===== src/rtl/chr_map_pkg.sv =====
package chr_map_pkg;
  localparam int WIN_COUNT = 8;
  localparam int LO_W      = 4;
  localparam int HI_W      = 5;
  localparam int BANK_W    = LO_W + HI_W;
  localparam int WIN_SEL_W = $clog2(WIN_COUNT);

  typedef enum logic [1:0] {
    MIR_VERT   = 2'd0,
    MIR_HORZ   = 2'd1,
    MIR_SINGLE0 = 2'd2,
    MIR_SINGLE1 = 2'd3
  } mirMode_e;

  typedef struct packed {
    logic [WIN_COUNT-1:0] loWr;
    logic [WIN_COUNT-1:0] hiWr;
    logic                 mirWr;
  } chrStrobe_t;
endpackage


===== src/rtl/chr_write_decode.sv =====
module chr_write_decode
  import chr_map_pkg::*;
#(
  parameter bit LEGACY = 1'b0,
  parameter int GROUP_W = 4,
  parameter int SUB_W = 2,
  parameter logic [GROUP_W-1:0] MIR_GROUP = 4'h9,
  parameter logic [GROUP_W-1:0] BANK_FIRST = 4'hB,
  parameter logic [GROUP_W-1:0] BANK_LAST = 4'hE
) (
  input  logic               clk,
  input  logic               rstN,
  input  logic               wrEn,
  input  logic [GROUP_W-1:0] wrGroup,
  input  logic [SUB_W-1:0]   wrSub,
  output chrStrobe_t         strb
);
  logic [GROUP_W-1:0]   grpOff;
  logic                 inBankRange;
  logic [WIN_SEL_W-1:0] winIdx;
  logic                 mirHit;

  assign grpOff      = wrGroup - BANK_FIRST;
  assign inBankRange = (wrGroup >= BANK_FIRST) && (wrGroup <= BANK_LAST);
  assign winIdx      = {grpOff[WIN_SEL_W-2:0], wrSub[1]};

  generate
    if (LEGACY) begin : g_mirAny
      assign mirHit = (wrGroup == MIR_GROUP);
    end else begin : g_mirSub0
      assign mirHit = (wrGroup == MIR_GROUP) && (wrSub == '0);
    end
  endgenerate

  always_comb begin
    strb = '0;
    if (wrEn) begin
      if (inBankRange) begin
        if (wrSub[0]) strb.hiWr[winIdx] = 1'b1;
        else          strb.loWr[winIdx] = 1'b1;
      end
      strb.mirWr = mirHit;
    end
  end

  // at most one register is targeted per write
  a_r3_one_target: assert property (@(posedge clk) disable iff (!rstN)
    $onehot0({strb.loWr, strb.hiWr, strb.mirWr}));

  // no strobe while the write enable is low
  a_r10_idle_quiet: assert property (@(posedge clk) disable iff (!rstN)
    !wrEn |-> (strb == '0));

  // bank groups never touch mirroring
  a_r7_bank_not_mirror: assert property (@(posedge clk) disable iff (!rstN)
    (wrEn && inBankRange) |-> !strb.mirWr);
endmodule


===== src/rtl/chr_bank_datapath.sv =====
module chr_bank_datapath
  import chr_map_pkg::*;
#(
  parameter bit LEGACY = 1'b0,
  parameter bit DROP_LOW_BIT = 1'b0,
  parameter int DATA_W = 8,
  parameter int PPU_W = 14,
  parameter int OFS_W = 10,
  localparam int CHR_W = BANK_W + OFS_W
) (
  input  logic              clk,
  input  logic              rstN,
  input  chrStrobe_t        strb,
  input  logic [DATA_W-1:0] wrData,
  input  logic [PPU_W-1:0]  ppuAddr,
  output logic [CHR_W-1:0]  chrAddr,
  output logic              ntA10
);
  logic [LO_W-1:0] loReg [WIN_COUNT];
  logic [HI_W-1:0] hiReg [WIN_COUNT];
  logic [HI_W-1:0] hiIn;
  logic [1:0]      mirReg;
  logic [1:0]      mirIn;

  generate
    if (LEGACY) begin : g_legacyIn
      assign hiIn  = {1'b0, wrData[HI_W-2:0]};
      assign mirIn = {1'b0, wrData[0]};
    end else begin : g_fullIn
      assign hiIn  = wrData[HI_W-1:0];
      assign mirIn = wrData[1:0];
    end
  endgenerate

  generate
    for (genvar i = 0; i < WIN_COUNT; i++) begin : g_win
      always_ff @(posedge clk) begin
        if (!rstN) begin
          loReg[i] <= '0;
          hiReg[i] <= '0;
        end else begin
          if (strb.loWr[i]) loReg[i] <= wrData[LO_W-1:0];
          if (strb.hiWr[i]) hiReg[i] <= hiIn;
        end
      end

      // a low-half write keeps the high half
      a_r4_low_keeps_high: assert property (@(posedge clk) disable iff (!rstN)
        strb.loWr[i] |=> $stable(hiReg[i]));
      // a high-half write keeps the low half
      a_r4_high_keeps_low: assert property (@(posedge clk) disable iff (!rstN)
        strb.hiWr[i] |=> $stable(loReg[i]));
      // legacy banks stay below 256
      a_r5_legacy_cap: assert property (@(posedge clk) disable iff (!rstN)
        LEGACY |-> (hiReg[i][HI_W-1] == 1'b0));
    end
  endgenerate

  always_ff @(posedge clk) begin
    if (!rstN)          mirReg <= MIR_VERT;
    else if (strb.mirWr) mirReg <= mirIn;
  end

  // legacy mode never holds a single-screen mode
  a_r9_legacy_two_modes: assert property (@(posedge clk) disable iff (!rstN)
    LEGACY |-> (mirReg[1] == 1'b0));

  logic [WIN_SEL_W-1:0] winSel;
  logic [BANK_W-1:0]    rawBank;
  logic [BANK_W-1:0]    effBank;

  assign winSel  = ppuAddr[OFS_W+WIN_SEL_W-1:OFS_W];
  assign rawBank = {hiReg[winSel], loReg[winSel]};

  generate
    if (DROP_LOW_BIT) begin : g_drop
      assign effBank = {1'b0, rawBank[BANK_W-1:1]};
    end else begin : g_keep
      assign effBank = rawBank;
    end
  endgenerate

  assign chrAddr = {effBank, ppuAddr[OFS_W-1:0]};

  always_comb begin
    unique case (mirMode_e'(mirReg))
      MIR_VERT:    ntA10 = ppuAddr[10];
      MIR_HORZ:    ntA10 = ppuAddr[11];
      MIR_SINGLE0: ntA10 = 1'b0;
      MIR_SINGLE1: ntA10 = 1'b1;
      default:     ntA10 = 1'b0;
    endcase
  end
endmodule


===== src/rtl/chr_mirror_mapper.sv =====
module chr_mirror_mapper
  import chr_map_pkg::*;
#(
  parameter bit LEGACY = 1'b0,
  parameter bit DROP_LOW_BIT = 1'b0,
  parameter int DATA_W = 8,
  parameter int PPU_W = 14,
  parameter int OFS_W = 10,
  localparam int CHR_W = BANK_W + OFS_W
) (
  input  logic              clk,
  input  logic              rstN,
  input  logic              wrEn,
  input  logic [3:0]        wrGroup,
  input  logic [1:0]        wrSub,
  input  logic [DATA_W-1:0] wrData,
  input  logic [PPU_W-1:0]  ppuAddr,
  output logic [CHR_W-1:0]  chrAddr,
  output logic              ntA10
);
  chrStrobe_t strb;

  chr_write_decode #(.LEGACY(LEGACY)) u_decode (
    .clk(clk), .rstN(rstN), .wrEn(wrEn),
    .wrGroup(wrGroup), .wrSub(wrSub), .strb(strb)
  );

  chr_bank_datapath #(
    .LEGACY(LEGACY), .DROP_LOW_BIT(DROP_LOW_BIT),
    .DATA_W(DATA_W), .PPU_W(PPU_W), .OFS_W(OFS_W)
  ) u_data (
    .clk(clk), .rstN(rstN), .strb(strb), .wrData(wrData),
    .ppuAddr(ppuAddr), .chrAddr(chrAddr), .ntA10(ntA10)
  );

  // window offset passes straight through
  a_r2_offset_through: assert property (@(posedge clk) disable iff (!rstN)
    chrAddr[OFS_W-1:0] == ppuAddr[OFS_W-1:0]);

  // dropping the low bit clears the top address bit
  a_r6_drop_top_zero: assert property (@(posedge clk) disable iff (!rstN)
    DROP_LOW_BIT |-> (chrAddr[CHR_W-1] == 1'b0));

  // vertical mirroring right after reset
  a_r1_reset_vertical: assert property (@(posedge clk)
    !rstN |=> (ntA10 == ppuAddr[10]));
endmodule


===== config.mk =====
export PLATFORM = sky130hd
export DESIGN_NAME = chr_mirror_mapper
export DESIGN_NICKNAME = d
export VERILOG_FILES = /design/src/rtl/chr_map_pkg.sv /design/src/rtl/chr_write_decode.sv /design/src/rtl/chr_bank_datapath.sv /design/src/rtl/chr_mirror_mapper.sv
export SDC_FILE = /design/constraint.sdc
export NUM_CORES = 1
export LEC_CHECK = 0
export ABC_CLOCK_PERIOD_IN_PS = 1100
export CAP_MARGIN = 20
export CORE_ASPECT_RATIO = 0.5
export CORE_UTILIZATION = 25
export CTS_CLUSTER_SIZE = 20
export DETAILED_ROUTE_END_ITERATION = 12
export DONT_BUFFER_PORTS = 1
export GPL_TIMING_DRIVEN = 1
export SLEW_MARGIN = 10
export SYNTH_ARGS = -nofsm -noshare
export SYNTH_HDL_FRONTEND = slang
export SYNTH_HIERARCHICAL = 1
export SYNTH_SLANG_ARGS = --single-unit

===== constraint.sdc =====
create_clock -name clk -period 1.1 [get_ports clk]
set_input_delay 0.055 -clock clk [delete_from_list [all_inputs] [get_ports clk]]
set_output_delay 0.055 -clock clk [all_outputs]
set_load 0.005 [all_outputs]

# [After elaboration in Yosys (flattened, before gate mapping)]
# Memories as Yosys holds them, arrays and structs flattened.
# Index checks and enable logic that the tools add are counted.
# W data, S select, Z words.
[totals] mem_count=2 ram_bits=72 regBits=2 in_bits=31
[classes] mux=72 n_lt_le_gt_ge=4 reduce_logical=5 eq_ne=4 n_bitwise=16 n_addsub=1
[mem_list] memory="u_data.hiReg" depth=8 word_bits=5 rd=1 rd_ports_with_merged_regs=0 write_ports=8 line_no="chr_bank_datapath.sv:20" rtl="logic [HI_W-1:0] hiReg [WIN_COUNT];"
[mem_list] memory="u_data.loReg" depth=8 word_bits=4 rd=1 rd_ports_with_merged_regs=0 write_ports=8 line_no="chr_bank_datapath.sv:19" rtl="logic [LO_W-1:0] loReg [WIN_COUNT];"
[ops] op="$mux W1" n=50
[ops] op="$mux W5" n=8
[ops] op="$mux W4" n=8
[ops] op="$mux W17" n=1
[ops] op="$mux W16" n=1
[ops] op="$mux W8" n=2
[ops] op="$or A1 B1 Y1" n=16
[ops] op="$eq A2 B2 Y1 const B" n=2
[ops] op="$eq A4 B4 Y1 const B" n=1
[ops] op="$ge A4 B4 Y1 const B" n=1
[ops] op="$le A4 B4 Y1 const B" n=1
[ops] op="$logic_not A2 Y1" n=2
[ops] op="$lt A3 B4 Y1 const B" n=1
[ops] op="$pmux W1 S4" n=1
[ops] op="$demux W1 S3" n=1
[ops] op="$ge A3 B1 Y1 const B" n=1
[ops] op="$logic_and A1 B1 Y1" n=3
[ops] op="$eq A2 B1 Y1 const B" n=1
[ops] op="$sub A2 B2 Y2 const B" n=1

# [Logic depth before layout (Yosys ltp)]
# Gate-level depths: netlist (run 1).
[depth] ltp_word=12 depth_mapped=4 depth_no_buf=4

# [Modules after synthesis]
# Netlist (run 1), hierarchy kept.
[by_module_without_submodules] mod="chr_bank_datapath" instances=1 seq_area_each_um2=2202.1 cells_per_inst=224 area_each_um2=3545.9
[by_module_without_submodules] mod="chr_write_decode" instances=1 seq_area_each_um2=0.0 cells_per_inst=26 area_each_um2=146.4

# [Least setup slack after synthesis (run 1)]
# Ideal clock, no wire load.
[synth_path] path_type="reg-to-output" start="memory u_data.loReg[1][0]" end="output port chrAddr[10]" stages_incl_launch_ff=3 path_slack_ns=-0.044 required_time_ns=1.045 arrival_time_ns=1.089 cell_sequence="edfxtp_1 -> mux4_1 -> mux2_4"
[synth_via] elab_chain_len=1
[synth_rtl] element="from (decl)" line_no="chr_bank_datapath.sv:19"
[synth_rtl] element="$mem_v2 Z8 W4"
[synth_rtl] element="to (decl)" line_no="chr_mirror_mapper.sv:18" rtl="output logic [CHR_W-1:0] chrAddr,"
# Every way passes these cells.

# [Worst setup path after layout (run 1)]
[layout_path] start="memory u_data.loReg[4][1]" end="output port chrAddr[11]"
# Same word-level chain as after synthesis.

==> impl_metrics.py, run 1 <==
metrics = {
    "synth": {
        "ys.flop_type": "edfxtp_1",
        "synth_top_cell_by_area": "edfxtp_1",
        "synthCells": 250,
        "synth_top_area_frac": 0.586,
        "netlist_top_cells_count": "and3_1, edfxtp_1, nand2b_1, nor2_1, clkbuf_1",
        "async_flop_share": 0,
        "ys.warnings.count": 6,
        "synth_nets": 281,
        "yosysUniqueCellTypes": 23,
        "syn_area_per_cell_sq_um": 14.8,
        "synth_edf_count": 72,
        "ys_seq_area_frac": 0.596,
        "ys_seq_elements": 74,
        "mappedNetlistArea_sq_um": 3690,
        "synth.area.top_cells": "edfxtp_1, and3_1, mux4_1",
    },
    "sta": {
        "min_period_ns": 1.58,
        "timing_hold_violations_final": 42,
        "setup_violations": 9,
        "timing.hold.ws_ns": -0.117,
        "fin_ws_ns": -0.483,
        "tightest_slew_ns": 0.620,
        "drv_slew": 0,
        "tns_ns": -3.96,
        "fmax_mhz": 632,
        "max-slew-margin-rel": 0.587,
        "min_period_over_period": 1.44,
        "rsz0062_at_grt": "true",
        "skew_ns": 0,
    },
    "hold_path": {
        "hp-class": "in2reg",
        "holdPathStages": 1,
        "min-delay-start": "rstN",
        "hold_path_end": "u_data/mirReg[1]",
    },
    "routing": {
        "dr.pass1.iters": 4,
        "num_vias": 2191,
        "viasPerCell": 4.75,
        "totalWireLength_microns": 8070,
        "final_antenna_net_count": 0,
        "drc": 0,
        "wl_per_cell_microns": 17.5,
        "drt_iter0_markers": 215,
    },
    "worst_setup_path": {
        "worstPathArrival_ns": 1.53,
        "reg2reg_from": "u_data/mirReg[0]",
        "critical_path_class": "reg2out",
        "end_kind": "primary output",
        "cp_slowest_stage_delay_ns": 0.49,
        "critPathSlowestCell": "mux4_2",
        "start_kind": "flip-flop",
        "cp.required_ns": 1.04,
        "rr_endpoint": "u_data/mirReg[0]",
        "worst-path-max-fanout": 1,
        "r2r_cells": 2,
        "r2r_slack_ns": 0.44,
        "cp_cell_sequence": "mux4_2, mux2_4",
    },
    "power_and_ir_drop": {
        "powerDensity_nw_per_um2": 1500,
        "power_w": 0.00645,
        "p_leak_nw": 1.74,
        "vdd_drop_max_v": 0.000826,
    },
    "floorplan": {
        "boundaryPins": 51,
        "die_w_microns": 174,
        "die_h_microns": 87.9,
        "rows": 30,
        "dieArea_sq_um": 15300,
        "start_util": 0.264,
        "core_area_sq_um": 14000,
    },
    "global_routing": {
        "grt_pass1_wl_microns": 12600,
        "grt_pass1_vias": 2167,
        "antenna_found_initial": 0,
        "overflow": 0,
        "grtUsageTotal": 0.112,
        "grt_max_degree": 91,
    },
    "final_layout": {
        "area_delta_synth_final_pct": 16.4,
        "drive_gt1_frac": 0.279,
        "n_antenna_cell": 0,
        "fin_nets": 295,
    },
    "clock_tree": {
        "clk_latency_ns": 0.32,
        "cts_buffers": 9,
        "cts_hold_buf": 6,
        "cts.sinks": 74,
        "cts_tree": "built",
        "clk_path_buf_depth": 2,
        "cts_max_level": 3,
        "path_clk_slew_ns": 0.06,
        "root_buffer": "clkbuf_16",
    },
    "placement": {
        "post-place-ws_ns": -0.144,
        "io_buffers": 0,
        "place_congestion": 0.771,
        "hpwl_microns": 5400,
    },
    "run": {
        "cap_violations": 0,
    },
    "status": {
        "violations": "negative hold slack, negative setup slack",
        "status": "finished with violations",
    },
}
metal layers:
metal	wire length (microns)	global-route usage
met4	123	0.0431
met2	4020	0.194
met3	421	0.0221
met5	0	0
met1	3510	0.140
power breakdown:
part	internal, W	switching [W]	total (W)
logic	0.000241	0.000178	0.000419
clock network	0.00156	0.00119	0.00275
registers	0.00323	0.0000494	0.00328
worst max-delay path, delay by kind of cell, from the launching register on:
kind / cells / cell delay, ns
muxes: 2 / 0.78
DFF: 1 / 0.42
cells by family after synthesis:
kind of cell	Yosys count	share of synthesized area
AND/OR/NAND/NOR	117	0.194
multiplexers	29	0.161
AO/OA/AOI/OAI	2	0.00271
flip-flops	74	0.596
buffers and inverters	28	0.0457
what timing repair did:
action,in CTS,in global routing
resized for setup,1,3
endpoints found under the setup margin,10,34
setup buffers,0,3
gates cloned,0,0
pin swaps,0,1
endpoints found under the hold margin,90,89
registers in the layout, indices dropped and copies added, names as in the netlist:
signal	flops
u_data/loReg	32
u_data/mirReg	2
u_data/hiReg	40
area by class of cell:
| type | count | area (sq um) |
|---|---|---|
| Fill cell | 1375 | 9660 |
| Timing Repair Buffer | 31 | 253 |
| Clock inverter | 7 | 57.6 |
| Sequential cell | 74 | 2200 |
| Clock buffer | 9 | 225 |
| Multi-Input combinational cell | 148 | 1320 |
| Tap cell | 192 | 240 |
placed cells by master (no fill, tap or decap), drive strengths merged:
master        instances
nand3                 1
nor2b                 2
mux4                 18
clkbuf                9
mux2                  9
dfxtp                 2
and3                 72
nor2                 16
nand2b               16
clkinv                1
nor3                  1
dlymetal6s4s          2
dlygate4sd3           4
mux2i                 2
buf                  25
nand3b                3
nand4bb               1
o21ai                 2
or3b                  1
inv                   4
nand4b                3
or2b                  1
clkinvlp              2
edfxtp               72
through the flow:
step | utilization | cells | hold slack [ns] | area (sq um)
after CTS | 0.306 | 458 | -0.151 | 4270
final | 0.308 | 461 | -0.117 | 4300
after global routing | 0.308 | 461 | -0.144 | 4300
after global placement | 0.281 | 436 | 0.110 | 3930
after detailed placement | 0.281 | 436 | 0.110 | 3930
after floorplan | - | 250 | 0.191 | 3700
how the worst max path moves through the flow:
| stage | from | end | cells after the start | slack (ns) |
|---|---|---|---|---|
| 2_1_floorplan | ppuAddr[10] | chrAddr[10] | 4 | -0.02 |
| 3_3_place_gp | u_data/loReg[4][1] | chrAddr[11] | 2 | -0.11 |
| 3_5_place_dp | wrSub[1] | u_data/loReg[2][2] | 3 | -0.14 |
| 4_1_cts | u_data/loReg[4][1] | chrAddr[11] | 2 | -0.50 |
| 5_1_grt | u_data/loReg[4][1] | chrAddr[11] | 2 | -0.50 |
| 6_report | u_data/loReg[4][1] | chrAddr[11] | 2 | -0.48 |
Note: power is estimated with default switching activity, not from simulation.
==> run 2, diff against run 1 <==
- CORE_ASPECT_RATIO: 0.5 -> not set
- RECOVER_POWER: not set -> 100
- SYNTH_HIERARCHICAL: 1 -> not set
==> run 2 against run 1 <==
The run ends with negative setup slack left. Die area is 3.7% lower. Highest routed layer unchanged. Core utilization fell by 1.9 points. Routed wire length up 1.6%. Critical path depth is the same. Clock power rose by 2%. Design area shrank 6.8%. Clock-buffer cell count up 4.
==> impl_metrics.py, run 2 <==
metrics = {
    "final_layout": {
        "regMostFlops": "u_data.hiReg",
        "most-common-layout-cells": "edfxtp_1, nor2_1, clkbuf_1, mux4_2, nand2_1",
        "fin_nets": 301,
        "fillers": 1412,
        "n_antenna_cell": 0,
        "stdcell_count": 455,
        "largest_reg_flops": 40,
        "top_regs": "u_data.hiReg x40, u_data.loReg x32, u_data.mirReg x2",
        "post-route-util": 0.289,
        "final_common_cell": "edfxtp_1",
        "area_delta_synth_final_pct": 12.5,
        "drive_gt1_frac": 0.193,
    },
    "run": {
        "cap_violations": 0,
    },
    "clock_tree": {
        "cts_buffers": 9,
        "clk_path_buf_depth": 2,
        "path_clk_slew_ns": 0.05,
        "root_buffer": "clkbuf_16",
        "cts_setup_buffers": 0,
        "cts_max_level": 3,
        "cts_tree": "built",
        "clk_latency_ns": 0.33,
        "cts.sinks": 74,
    },
    "worst_setup_path": {
        "critPathSlowestCell": "mux4_2",
        "worstPathArrival_ns": 1.51,
        "critical_path_class": "reg2out",
        "cp_slowest_stage_delay_ns": 0.49,
        "cp.required_ns": 1.04,
        "path_buf_inv": 0,
        "end_kind": "primary output",
        "path_delay_family": "multiplexers",
        "cp_cell_sequence": "mux4_2, mux2_4",
        "start_kind": "flip-flop",
        "worst-path-max-fanout": 1,
    },
    "placement": {
        "dp.cells": 436,
        "place_congestion": 0.746,
        "io_buffers": 0,
        "hpwl_microns": 5960,
    },
    "status": {
        "status": "finished with violations",
        "violations": "negative setup slack",
    },
    "synth": {
        "ys_seq_area_frac": 0.618,
        "yosysUniqueCellTypes": 25,
        "syn_area_per_cell_sq_um": 13.6,
        "synth_top_cell_by_area": "edfxtp_1",
        "async_flop_share": 0,
        "synth.area.top_cells": "edfxtp_1, nor2_1, mux4_1",
        "netlist_top_cells_count": "edfxtp_1, nor2_1, nand2_1",
        "synth_top_area_frac": 0.607,
        "ys.warnings.count": 0,
        "synth_nets": 293,
        "mappedNetlistArea_sq_um": 3560,
        "synth_edf_count": 72,
        "ys_seq_elements": 74,
        "synthCells": 262,
        "ys.flop_type": "edfxtp_1",
        "synth_most_common_cell": "edfxtp_1",
    },
    "sta": {
        "fmax_mhz": 639,
        "tightest_slew_ns": 0.494,
        "tns_ns": -3.89,
        "timing_hold_violations_final": 0,
        "min_period_over_period": 1.42,
        "min_period_ns": 1.57,
        "skew_ns": 0,
        "rsz0062_at_grt": "true",
        "timing.hold.ws_ns": 0.0380,
        "max-slew-margin-rel": 0.668,
        "fin_ws_ns": -0.465,
        "drv_slew": 0,
        "setup_violations": 9,
    },
    "floorplan": {
        "die_h_microns": 121,
        "dieArea_sq_um": 14700,
        "boundaryPins": 51,
        "rows": 43,
        "die_w_microns": 121,
        "start_util": 0.257,
        "core_area_sq_um": 13900,
    },
    "global_routing": {
        "grt_max_degree": 28,
        "grtUsageTotal": 0.121,
        "grt_pass1_wl_microns": 12600,
        "antenna_found_initial": 0,
        "overflow": 0,
        "grt_pass1_vias": 2176,
    },
    "routing": {
        "viasPerCell": 4.60,
        "totalWireLength_microns": 8200,
        "wl_per_cell_microns": 18.0,
        "final_antenna_net_count": 0,
        "drt_iter0_markers": 210,
        "dr.pass1.iters": 4,
        "num_vias": 2092,
        "drc": 0,
    },
    "power_and_ir_drop": {
        "p_leak_nw": 1.27,
        "p_int_w": 0.00521,
        "p_comb_frac": 0.064,
        "pwr-share-seq": 0.504,
        "power.share.switching": 0.198,
        "power_w": 0.00649,
        "p_clk_frac": 0.431,
        "vdd_drop_max_v": 0.000554,
        "power.switching_w": 0.00128,
        "powerDensity_nw_per_um2": 1620,
    },
    "hold_path": {
        "hp-class": "in2reg",
    },
}
run 2: cell types whose count changed after synthesis, sizes merged, moves of 2 or more:
| cell | change |
|---|---|
| nor2b | -2 |
| nand2b | -16 |
| nand2 | +16 |
| nand3 | +12 |
| or2 | +6 |
| o21ai | +9 |
| nor2 | +55 |
| and3 | -72 |
run 2: path summary, 6_finish.rpt:
check                     start            endpoint  slack (ns)  cells past startpoint
min reg2reg    u_data.mirReg[1]    u_data.mirReg[1]        0.49                      2
max          u_data.hiReg[1][0]         chrAddr[14]       -0.47                      2
min                        rstN  u_data.hiReg[5][0]        0.04                      1
max reg2reg    u_data.mirReg[0]    u_data.mirReg[0]        0.47                      2
run 2: final cells by class:
| type | instances | area (sq um) | area share |
|---|---|---|---|
| Timing Repair Buffer | 26 | 140 | 0.0350 |
| Clock inverter | 3 | 40.0 | 0.0100 |
| Clock buffer | 13 | 240 | 0.0600 |
| Tap cell | 180 | 225 | 0.0562 |
| Multi-Input combinational cell | 159 | 1160 | 0.289 |
| Sequential cell | 74 | 2200 | 0.550 |
run 2: power by group through the flow:
| stage | Clock (W) | Combinational, W | Sequential [W] |
|---|---|---|---|
| floorplan | 0 | 0.000417 | 0.00331 |
| global placement | 0 | 0.000427 | 0.00332 |
| detailed placement | 0 | 0.000433 | 0.00333 |
| CTS | 0.00284 | 0.000450 | 0.00328 |
| global route | 0.00293 | 0.000450 | 0.00329 |
| finish | 0.00280 | 0.000418 | 0.00327 |
run 2: timing repair:
action | in CTS | in global routing
hold endpoints to repair | 33 | 0
hold buffers | 3 | 0
endpoints found under the setup margin | 9 | 40
gates resized for setup | 0 | 1
run 2: kinds of logic after synthesis:
kind of cell	synth area share
compound gates	0.0155
buf+inv	0.0485
simple gates	0.151
flops	0.618
mux	0.167
run 2: per-layer routing:
layer  GRT usage  up-vias  part of all wire
met2       0.177       80              0.44
met3      0.0531       15              0.12
met4      0.0540        0             0.018
met5           0        -                 0
met1       0.152     1032              0.43
li1            -      965                 -
run 2: metrics by stage:
stage	instance area, sq um	setup WS (ns)
after CTS	4110	-0.490
after global placement	3790	-0.0896
final	4010	-0.465
after floorplan	3600	-0.0981
after detailed placement	3790	-0.127
after global routing	4010	-0.494
run 2: worst reg2reg max path, cell delays in order (launching register included):
cell	delay, ns
dfxtp_1	0.34
nand2_1	0.07
mux2i_1	0.15
==> run 3, diff against run 2 <==
- BUFFER_PORTS_ARGS: not set -> -buffer_cell sky130_fd_sc_hd__buf_4
- CORE_MARGIN: not set -> 2
- DONT_BUFFER_PORTS: 1 -> not set
==> run 3 against run 2 <==
The flow still finishes with violations (negative setup slack). Flip-flop and latch count stayed put. Global-route usage hardly changed. Core utilization is 2.5 points higher. Clock skew stayed put.
==> impl_metrics.py, run 3 (synthesis results as in run 2) <==
metrics = {
    "sta": {
        "fin_ws_ns": -0.563,
        "rsz0062_at_grt": "true",
        "min_period_ns": 1.66,
        "tightest_slew_ns": 0.362,
        "timing_hold_violations_final": 0,
        "fmax_mhz": 601,
        "min_period_over_period": 1.51,
        "drv_slew": 0,
        "skew_ns": 0,
        "setup_violations": 9,
        "max-slew-margin-rel": 0.758,
    },
    "final_layout": {
        "most-common-layout-cells": "edfxtp_1, nor2_1, buf_4, mux4_2, clkbuf_1",
        "final_common_cell": "edfxtp_1",
        "top_regs": "u_data.hiReg x40, u_data.loReg x32, u_data.mirReg x2",
        "fillers": 1416,
        "fin_nets": 332,
        "regMostFlops": "u_data.hiReg",
        "final_area_sq_um": 4350,
        "largest_reg_flops": 40,
        "n_antenna_cell": 0,
        "drive_gt1_frac": 0.340,
        "area_delta_synth_final_pct": 22.1,
        "post-route-util": 0.313,
    },
    "worst_setup_path": {
        "crit_path_start": "u_data.hiReg[7][2]",
        "end_kind": "primary output",
        "cp_slowest_stage_delay_ns": 0.50,
        "cp.required_ns": 1.04,
        "path_buf_inv": 1,
        "path_delay_family": "multiplexers",
        "worstPathArrival_ns": 1.61,
        "critical_path_class": "reg2out",
        "cp_cell_sequence": "mux4_2, mux2_4, buf_6",
        "reg2reg_from": "u_data.mirReg[0]",
        "start_kind": "flip-flop",
        "critPathSlowestCell": "mux4_2",
        "worst-path-max-fanout": 1,
    },
    "global_routing": {
        "grt_pass1_wl_microns": 13100,
        "overflow": 0,
        "grt_pass1_vias": 2353,
        "grtUsageTotal": 0.121,
        "grt_max_degree": 36,
        "antenna_found_initial": 0,
    },
    "routing": {
        "dr.pass1.iters": 4,
        "wl_per_cell_microns": 17.2,
        "drc": 0,
        "drt_iter0_markers": 252,
        "totalWireLength_microns": 8360,
        "viasPerCell": 4.52,
        "num_vias": 2198,
        "final_antenna_net_count": 0,
    },
    "floorplan": {
        "rows": 43,
        "core_area_sq_um": 13900,
        "die_h_microns": 123,
        "die_w_microns": 123,
        "boundaryPins": 51,
        "start_util": 0.257,
        "dieArea_sq_um": 15200,
    },
    "clock_tree": {
        "cts_buffers": 9,
        "cts_tree": "built",
        "clk_path_buf_depth": 2,
        "path_clk_slew_ns": 0.05,
        "cts.sinks": 74,
        "cts_hold_buf": 0,
        "clk_latency_ns": 0.33,
        "root_buffer": "clkbuf_16",
        "cts_max_level": 3,
    },
    "run": {
        "cap_violations": 0,
    },
    "placement": {
        "post-place-ws_ns": -0.291,
        "place_congestion": 0.776,
        "io_buffers": 26,
        "postPlaceCellArea_sq_um": 4080,
        "hpwl_microns": 6190,
    },
    "status": {
        "status": "finished with violations",
        "violations": "negative setup slack",
    },
    "power_and_ir_drop": {
        "vdd_drop_max_v": 0.000733,
        "powerDensity_nw_per_um2": 1580,
        "power_w": 0.00686,
        "p_leak_nw": 1.46,
    },
    "hold_path": {
        "hp-class": "in2out",
        "min-delay-start": "ppuAddr[0]",
    },
}
-- run 3: changes by cell type in the layout (fill, tap and decap cells not counted), sizes merged --
| cell | change |
|---|---|
| dlygate4sd3 | -2 |
| dlymetal6s4s | -1 |
| buf | +32 |
| clkbuf | +3 |
| clkinv | -1 |
-- run 3: path summary, 6_finish.rpt --
| kind | to | slack, ns | depth (start not counted) |
|---|---|---|---|
| max reg2reg | u_data.mirReg[0] | 0.42 | 2 |
| min | chrAddr[0] | 0.11 | 0 |
| min reg2reg | u_data.mirReg[1] | 0.52 | 2 |
| max | chrAddr[16] | -0.56 | 3 |
-- run 3: routing by layer --
metal | track usage | up-vias | part of all wire
met5 | 0 | - | 0
li1 | - | 1024 | -
met4 | 0.0632 | 0 | 0.023
met1 | 0.153 | 1095 | 0.44
met3 | 0.0401 | 17 | 0.077
met2 | 0.183 | 62 | 0.46
-- run 3: area by class of cell --
| type | count | area (sq um) | area share |
|---|---|---|---|
| clock buffer | 14 | 264 | 0.0607 |
| timing repair buffer | 57 | 429 | 0.0987 |
| tap | 180 | 225 | 0.0518 |
| sequential | 74 | 2210 | 0.507 |
| multi-input combinational | 159 | 1190 | 0.273 |
| clock inverter | 2 | 35.0 | 0.00806 |
-- run 3: report_power, final --
| group | switching, W | internal, W |
|---|---|---|
| Sequential | 0.0000427 | 0.00323 |
| Clock | 0.00103 | 0.00188 |
| Combinational | 0.000314 | 0.000360 |
| Total | 0.00139 | 0.00547 |
-- run 3: through the flow --
| stage | instances | hold WS (ns) | setup TNS [ns] |
|---|---|---|---|
| 2_1_floorplan | 262 | 0.191 | -2.27 |
| 3_3_place_gp | 470 | 0.110 | -16.97 |
| 3_5_place_dp | 470 | 0.110 | -18.68 |
| 4_1_cts | 486 | 0.110 | -4.98 |
| 5_1_grt | 486 | 0.110 | -5.26 |
| 6_report | 486 | 0.110 | -4.79 |
-- run 3: timing repair --
| item | CTS | global route |
|---|---|---|
| pin swaps | 1 | 3 |
| buffers inserted | 0 | 0 |
| resized for setup | 10 | 10 |
| endpoints found under the setup margin | 10 | 15 |
